[config.mk]
export PLATFORM = sky130hd
export DESIGN_NAME = iq_mixer_frontend
export DESIGN_NICKNAME = d
export VERILOG_FILES = /design/src/rtl/iqmix_pkg.sv /design/src/rtl/iqmix_sine_rom.sv /design/src/rtl/iqmix_phase_osc.sv /design/src/rtl/iqmix_freq_loader.sv /design/src/rtl/iq_mixer_frontend.sv
export SDC_FILE = /design/constraint.sdc
export NUM_CORES = 1
export LEC_CHECK = 0
export ABC_CLOCK_PERIOD_IN_PS = 12900
export BUFFER_PORTS_ARGS = -buffer_cell sky130_fd_sc_hd__clkbuf_2
export CAP_MARGIN = 20
export CORE_ASPECT_RATIO = 1.2
export CORE_MARGIN = 2
export CORE_UTILIZATION = 40
export CTS_CLUSTER_DIAMETER = 50
export DETAILED_ROUTE_END_ITERATION = 7
export PLACE_DENSITY = 0.59
export SYNTH_ARGS = -nofsm -noshare
export SYNTH_HDL_FRONTEND = slang
export SYNTH_HIERARCHICAL = 1
export SYNTH_SLANG_ARGS = --single-unit
[constraint.sdc]
create_clock -name clk -period 12.9 [get_ports clk]
set_input_delay 1.29 -clock clk [delete_from_list [all_inputs] [get_ports clk]]
set_output_delay 1.29 -clock clk [all_outputs]
set_load 0.05 [all_outputs]
[src/rtl/iqmix_pkg.sv]
package iqmix_pkg;

   // Quarter-wave sine entry at the middle of step idx. The rational
   // approximation of sine keeps the table a pure integer computation.
   function automatic int quarter_sine(input int idx, input int lut_bits, input int amp);
      longint d;
      longint n;
      longint y;
      longint num;
      longint den;
      d   = longint'(1) << lut_bits;
      n   = 2 * longint'(idx) + 1;
      y   = n * (d - n);
      num = 16 * y * longint'(amp);
      den = 5 * d * d - 4 * y;
      return int'((num + den / 2) / den);
   endfunction

endpackage

[src/rtl/iqmix_sine_rom.sv]
module iqmix_sine_rom #(
   parameter int LUT_BITS = 8,
   parameter int AMP_W    = 12
) (
   input  logic [LUT_BITS-1:0]     phase,
   output logic signed [AMP_W-1:0] value
);
   import iqmix_pkg::*;

   localparam int QW  = LUT_BITS - 2;
   localparam int QN  = 1 << QW;
   localparam int AMP = (1 << (AMP_W - 1)) - 1;

   logic [AMP_W-1:0] tab [QN];

   for (genvar g = 0; g < QN; g++) begin : g_tab
      assign tab[g] = AMP_W'(quarter_sine(g, LUT_BITS, AMP));
   end

   logic [QW-1:0]    idx;
   logic [AMP_W-1:0] mag;

   always_comb begin
      idx   = phase[LUT_BITS-2] ? ~phase[QW-1:0] : phase[QW-1:0];
      mag   = tab[idx];
      value = phase[LUT_BITS-1] ? -$signed(mag) : $signed(mag);
   end

endmodule

[src/rtl/iqmix_phase_osc.sv]
module iqmix_phase_osc #(
   parameter int PHASE_W  = 32,
   parameter int LUT_BITS = 8,
   parameter int AMP_W    = 12,
   parameter int NOUT     = 2
) (
   input  logic                    clk,
   input  logic                    rst,
   input  logic [PHASE_W-1:0]      step,
   output logic signed [AMP_W-1:0] wave_o [NOUT]
);
   localparam int QN = 1 << (LUT_BITS - 2);

   logic [PHASE_W-1:0] acc;
   logic [LUT_BITS-1:0] ph;

   assign ph = acc[PHASE_W-1 -: LUT_BITS];

   always_ff @(posedge clk) begin
      if (rst) acc <= '0;
      else     acc <= acc + step;
   end

   // Output k is shifted by k quarter turns: 0 is sine, 1 is cosine.
   for (genvar k = 0; k < NOUT; k++) begin : g_out
      logic [LUT_BITS-1:0]     ph_k;
      logic signed [AMP_W-1:0] val_k;
      assign ph_k = ph + LUT_BITS'(k * QN);
      iqmix_sine_rom #(.LUT_BITS(LUT_BITS), .AMP_W(AMP_W)) u_rom (
         .phase (ph_k),
         .value (val_k)
      );
      always_ff @(posedge clk) begin
         if (rst) wave_o[k] <= '0;
         else     wave_o[k] <= val_k;
      end
   end

endmodule

[src/rtl/iqmix_freq_loader.sv]
module iqmix_freq_loader #(
   parameter int DISC_W  = 16,
   parameter int PHASE_W = 32
) (
   input  logic               clk,
   input  logic               rst,
   input  logic [DISC_W-1:0]  word_i,
   output logic [DISC_W-1:0]  word_q,
   output logic               load,
   output logic [PHASE_W-1:0] inc_o
);
   localparam int SHIFT = PHASE_W - DISC_W;

   logic [DISC_W-1:0] word_prev;

   assign load = (word_q != word_prev);

   always_ff @(posedge clk) begin
      if (rst) begin
         word_q    <= '0;
         word_prev <= '0;
         inc_o     <= '0;
      end else begin
         word_q    <= word_i;
         word_prev <= word_q;
         if (load) inc_o <= PHASE_W'(word_q) << SHIFT;
      end
   end

endmodule

[src/rtl/iq_mixer_frontend.sv]
module iq_mixer_frontend #(
   parameter int             ADC_W    = 12,
   parameter int             DISC_W   = 16,
   parameter int             PHASE_W  = 32,
   parameter int             LUT_BITS = 8,
   parameter int             AMP_W    = 12,
   parameter longint unsigned TONE_INC = 64'h0123_4567
) (
   input  logic                           clk,
   input  logic                           rst,
   input  logic [ADC_W-1:0]               adc_code,
   input  logic [DISC_W-1:0]              tune_word,
   input  logic                           tone_sel,
   output logic signed [ADC_W+AMP_W-1:0]  i_out,
   output logic signed [ADC_W+AMP_W-1:0]  q_out,
   output logic                           out_valid
);
   localparam int PROD_W = ADC_W + AMP_W;
   localparam logic [PHASE_W-1:0] TONE_STEP = PHASE_W'(TONE_INC);

   if (PHASE_W <= DISC_W) begin : g_bad_phase
      $error("PHASE_W must exceed DISC_W");
   end
   if (LUT_BITS < 3 || LUT_BITS > 12) begin : g_bad_lut
      $error("LUT_BITS must lie in 3..12");
   end
   if (LUT_BITS > PHASE_W) begin : g_bad_lut_w
      $error("LUT_BITS must not exceed PHASE_W");
   end
   if (ADC_W < 2 || AMP_W < 2) begin : g_bad_w
      $error("sample and amplitude widths must be at least 2");
   end

   // Offset-binary to two's complement.
   logic signed [ADC_W-1:0] adc_s;
   assign adc_s = $signed({~adc_code[ADC_W-1], adc_code[ADC_W-2:0]});

   // Frequency control path.
   logic [DISC_W-1:0]  tune_word_q;
   logic               tune_load;
   logic [PHASE_W-1:0] tune_inc;

   iqmix_freq_loader #(.DISC_W(DISC_W), .PHASE_W(PHASE_W)) u_loader (
      .clk    (clk),
      .rst    (rst),
      .word_i (tune_word),
      .word_q (tune_word_q),
      .load   (tune_load),
      .inc_o  (tune_inc)
   );

   // Local oscillator: index 0 sine, index 1 cosine.
   logic signed [AMP_W-1:0] lo_wave [2];

   iqmix_phase_osc #(.PHASE_W(PHASE_W), .LUT_BITS(LUT_BITS), .AMP_W(AMP_W), .NOUT(2)) u_lo (
      .clk    (clk),
      .rst    (rst),
      .step   (tune_inc),
      .wave_o (lo_wave)
   );

   // Test tone: sine only, fixed step.
   logic signed [AMP_W-1:0] tone_wave [1];

   iqmix_phase_osc #(.PHASE_W(PHASE_W), .LUT_BITS(LUT_BITS), .AMP_W(AMP_W), .NOUT(1)) u_tone (
      .clk    (clk),
      .rst    (rst),
      .step   (TONE_STEP),
      .wave_o (tone_wave)
   );

   // Fit the tone amplitude to the sample width.
   logic signed [ADC_W-1:0] tone_s;
   if (AMP_W >= ADC_W) begin : g_tone_narrow
      logic signed [AMP_W-1:0] tone_sh;
      assign tone_sh = tone_wave[0] >>> (AMP_W - ADC_W);
      assign tone_s  = tone_sh[ADC_W-1:0];
   end else begin : g_tone_wide
      assign tone_s = $signed({tone_wave[0], {(ADC_W - AMP_W){1'b0}}});
   end

   logic signed [ADC_W-1:0]  smp_q;
   logic signed [PROD_W-1:0] i_q;
   logic signed [PROD_W-1:0] q_q;
   logic [1:0]               vld_sr;

   always_ff @(posedge clk) begin
      if (rst) begin
         smp_q  <= '0;
         i_q    <= '0;
         q_q    <= '0;
         vld_sr <= '0;
      end else begin
         smp_q  <= tone_sel ? tone_s : adc_s;
         i_q    <= smp_q * lo_wave[1];
         q_q    <= smp_q * lo_wave[0];
         vld_sr <= {vld_sr[0], 1'b1};
      end
   end

   assign i_out     = i_q;
   assign q_out     = q_q;
   assign out_valid = vld_sr[1];

endmodule

==> results by group <==
Run status
  – Status: completed

Clocking
  – Number of buffers created by CTS: 38
  – H-tree levels: 2
  – CTS Root Cell: clkbuf_16
  – Clock transition at path regs: 50 ps
  – Hold buffers post-CTS: 0
  – Bufs on Longest Clock Path: 3
  – Post-cts resize count: 0
  – Clock tree sinks: 210
  – Skew-Pair Late Insertion Delay: 550 ps
  – TritonCTS clock tree: yes
  – Post-CTS Setup Repair Bufs: 0

Timing
  – Max Fclk: about 0.17 GHz
  – Finish-stage setup viols: 0
  – Setup_tns: 0 ps
  – Fin. max-slew vios: 0
  – Clk_skew: between 20 and 25 ps
  – Final hold vios: 0
  – Slew Limit Headroom: 25.3%
  – Measured slew at the worst slew-check pin: around 1100 ps
  – Unrepaired setup endpoints after global routing: false
  – Fin crit period: 5930 ps
  – Crit share post-route: between 40 and 50%

Global routing
  – Vias in the first global route: 22900
  – Grt total ovfl: 0
  – Initial antenna violation count: 3
  – First-pass GRT wire length: 119000 um
  – Total track usage: between 20 and 25%
  – Largest net degree at the start of global routing: 96

Critical path
  – Buf/Inv on CP: 2
  – CP cell instances: and2_1, fa_1, fa_1, fa_1, fa_1, inv_1, fa_1, inv_1, ha_1, a21o_1, a21o_1, a221oi_2, o21ai_1, o22a_1, a31oi_1, mux2_1
  – Crit path max fanout: 24
  – Worst Setup Start Kind: flop
  – Critical Path AT: between 6000 and 7000 ps
  – Setup CP Type: flop to flop
  – CP Capture Type: flop
  – CP max-delay cell: dfxtp_1
  – Max incr delay on CP: 960 ps
  – WP data required: 13340 ps
  – Kind of cell adding the most delay to the critical path: adder cells
  – Most used cell, CP: fa_1

Routing
  – Final WL: 71700 um
  – Avg WL per Cell: approximately 17 um
  – Drt first-iter violations: 1655
  – Vias per cell: 5.41
  – DRC viols: 0
  – Final ANT Viol Nets: 0
  – Initial DRT Pass Iterations: 6
  – DR vias: 22800

Placement
  – GPL Wtd Cong: 0.954
  – I/O Buffers: about 80
  – DP Wirelength: 53800 um
  – DP Area: 28100 um2

Die
  – Core Area: 67300 um2
  – Chip Height: 290 um
  – Die area: about 70000 um2
  – Starting Density: about two fifths
  – Die width: 242 um
  – Top Ports: 80
  – Placement Rows: 104

Power
  – Max VDD drop: between 100 and 150 uV
  – Leakage: approximately 13 nW
  – PD cells: 209 nW/um2

Synthesis
  – Mapped Cells: 3306
  – Netlist Area Pre-Place: 27300 um2
  – Synth warnings: 6
  – Mapped Avg Cell Area: 8.25 um2

Layout
  – Antenna diodes: 0
  – Area grow syn2layout: 7.62%
  – Layout Nets: ~3800
  – Design area: 29400 um2
  – Fraction of layout cells with a size suffix above 1: 8.73%

Min path
  – HP Class: flop to flop

Job
  – MaxCap Viol Count: 0
per-layer routing:
| layer | global-route usage (%) | routed length [um] | vias to the layer above |
|---|---|---|---|
| met5 | 0 | 0 | - |
| met4 | 7.56 | 2630 | 0 |
| met3 | 3.40 | 3930 | 169 |
| met2 | 35.9 | 35700 | 642 |
| met1 | 25.4 | 29500 | 11100 |
| li1 | - | - | 11000 |
placed cells by master (no fill, tap or decap), types with 15 or more instances in the layout:
master	n
inv_1	415
nand2_1	316
fa_1	278
nor2_1	229
dfxtp_1	206
ha_1	195
a21oi_1	184
nor2b_1	154
o21ai_0	108
and2_1	105
xnor2_1	85
clkbuf_2	78
nand2b_1	64
conb_1	49
xor2_1	48
nor3_1	41
clkbuf_16	41
a21o_1	39
o22ai_1	37
a31oi_1	28
nand3_1	28
o21ai_1	25
o21a_1	25
a211oi_1	25
mux2_2	24
o31ai_1	23
mux2i_1	21
o211ai_1	20
buf_4	19
nor3b_1	18
nand4_1	18
a221oi_1	17
or2_2	15
cell type report:
cell class              count  area, um2
fillers                  6826      37900
clock buffers              48       1080
repair buffers             98        547
well taps                 901       1130
clock inverters            21        215
flip-flops and latches    210       4210
multi-input cells        2515      20600
inverters                 428       1610
state kept, by name, indices dropped and copies added (netlist names):
name                count
u_loader/word_prev     16
u_loader/word_q        16
u_tone/wave_o          12
u_lo/acc               32
smp_q                  12
u_lo/wave_o            24
u_tone/acc             32
vld_sr                  2
u_loader/inc_o         16
q_out                  24
i_out                  24
path summary, 6_finish.rpt:
| kind | start | end | slack [ps] | cells past startpoint |
|---|---|---|---|---|
| worst max-delay path | smp_q[5]$_SDFF_PP0_ | i_out[22]$_SDFF_PP0_ | 6970 | 16 |
| worst min-delay path | vld_sr[0]$_DFF_P_ | vld_sr[1]$_SDFF_PP0_ | 430 | 1 |
| worst max register to register | smp_q[5]$_SDFF_PP0_ | i_out[22]$_SDFF_PP0_ | 6970 | 16 |
| worst min register to register | vld_sr[0]$_DFF_P_ | vld_sr[1]$_SDFF_PP0_ | 430 | 1 |
power by group:
group          total, mW  internal (mW)  switching (mW)
Combinational       4.08           1.60            2.49
Sequential          1.02          0.830           0.195
Clock               1.02          0.643           0.377
Total               6.13           3.07            3.06
per-stage QoR:
step | instances | hold slack, ps | power [mW] | util (%) | setup slack, ps
finish | 4221 | 432 | 6.13 | 43.6 | 6970
global route | 4221 | 457 | 6.78 | 43.6 | 6680
CTS | 4221 | 439 | 6.19 | 43.6 | 6990
detailed placement | 4152 | 429 | 5.12 | 41.7 | 7000
global placement | 4152 | 420 | 5.11 | 41.7 | 7010
floorplan | 3352 | 414 | 4.25 | - | 7510
No activity file was read; power rests on OpenSTA's default activity.
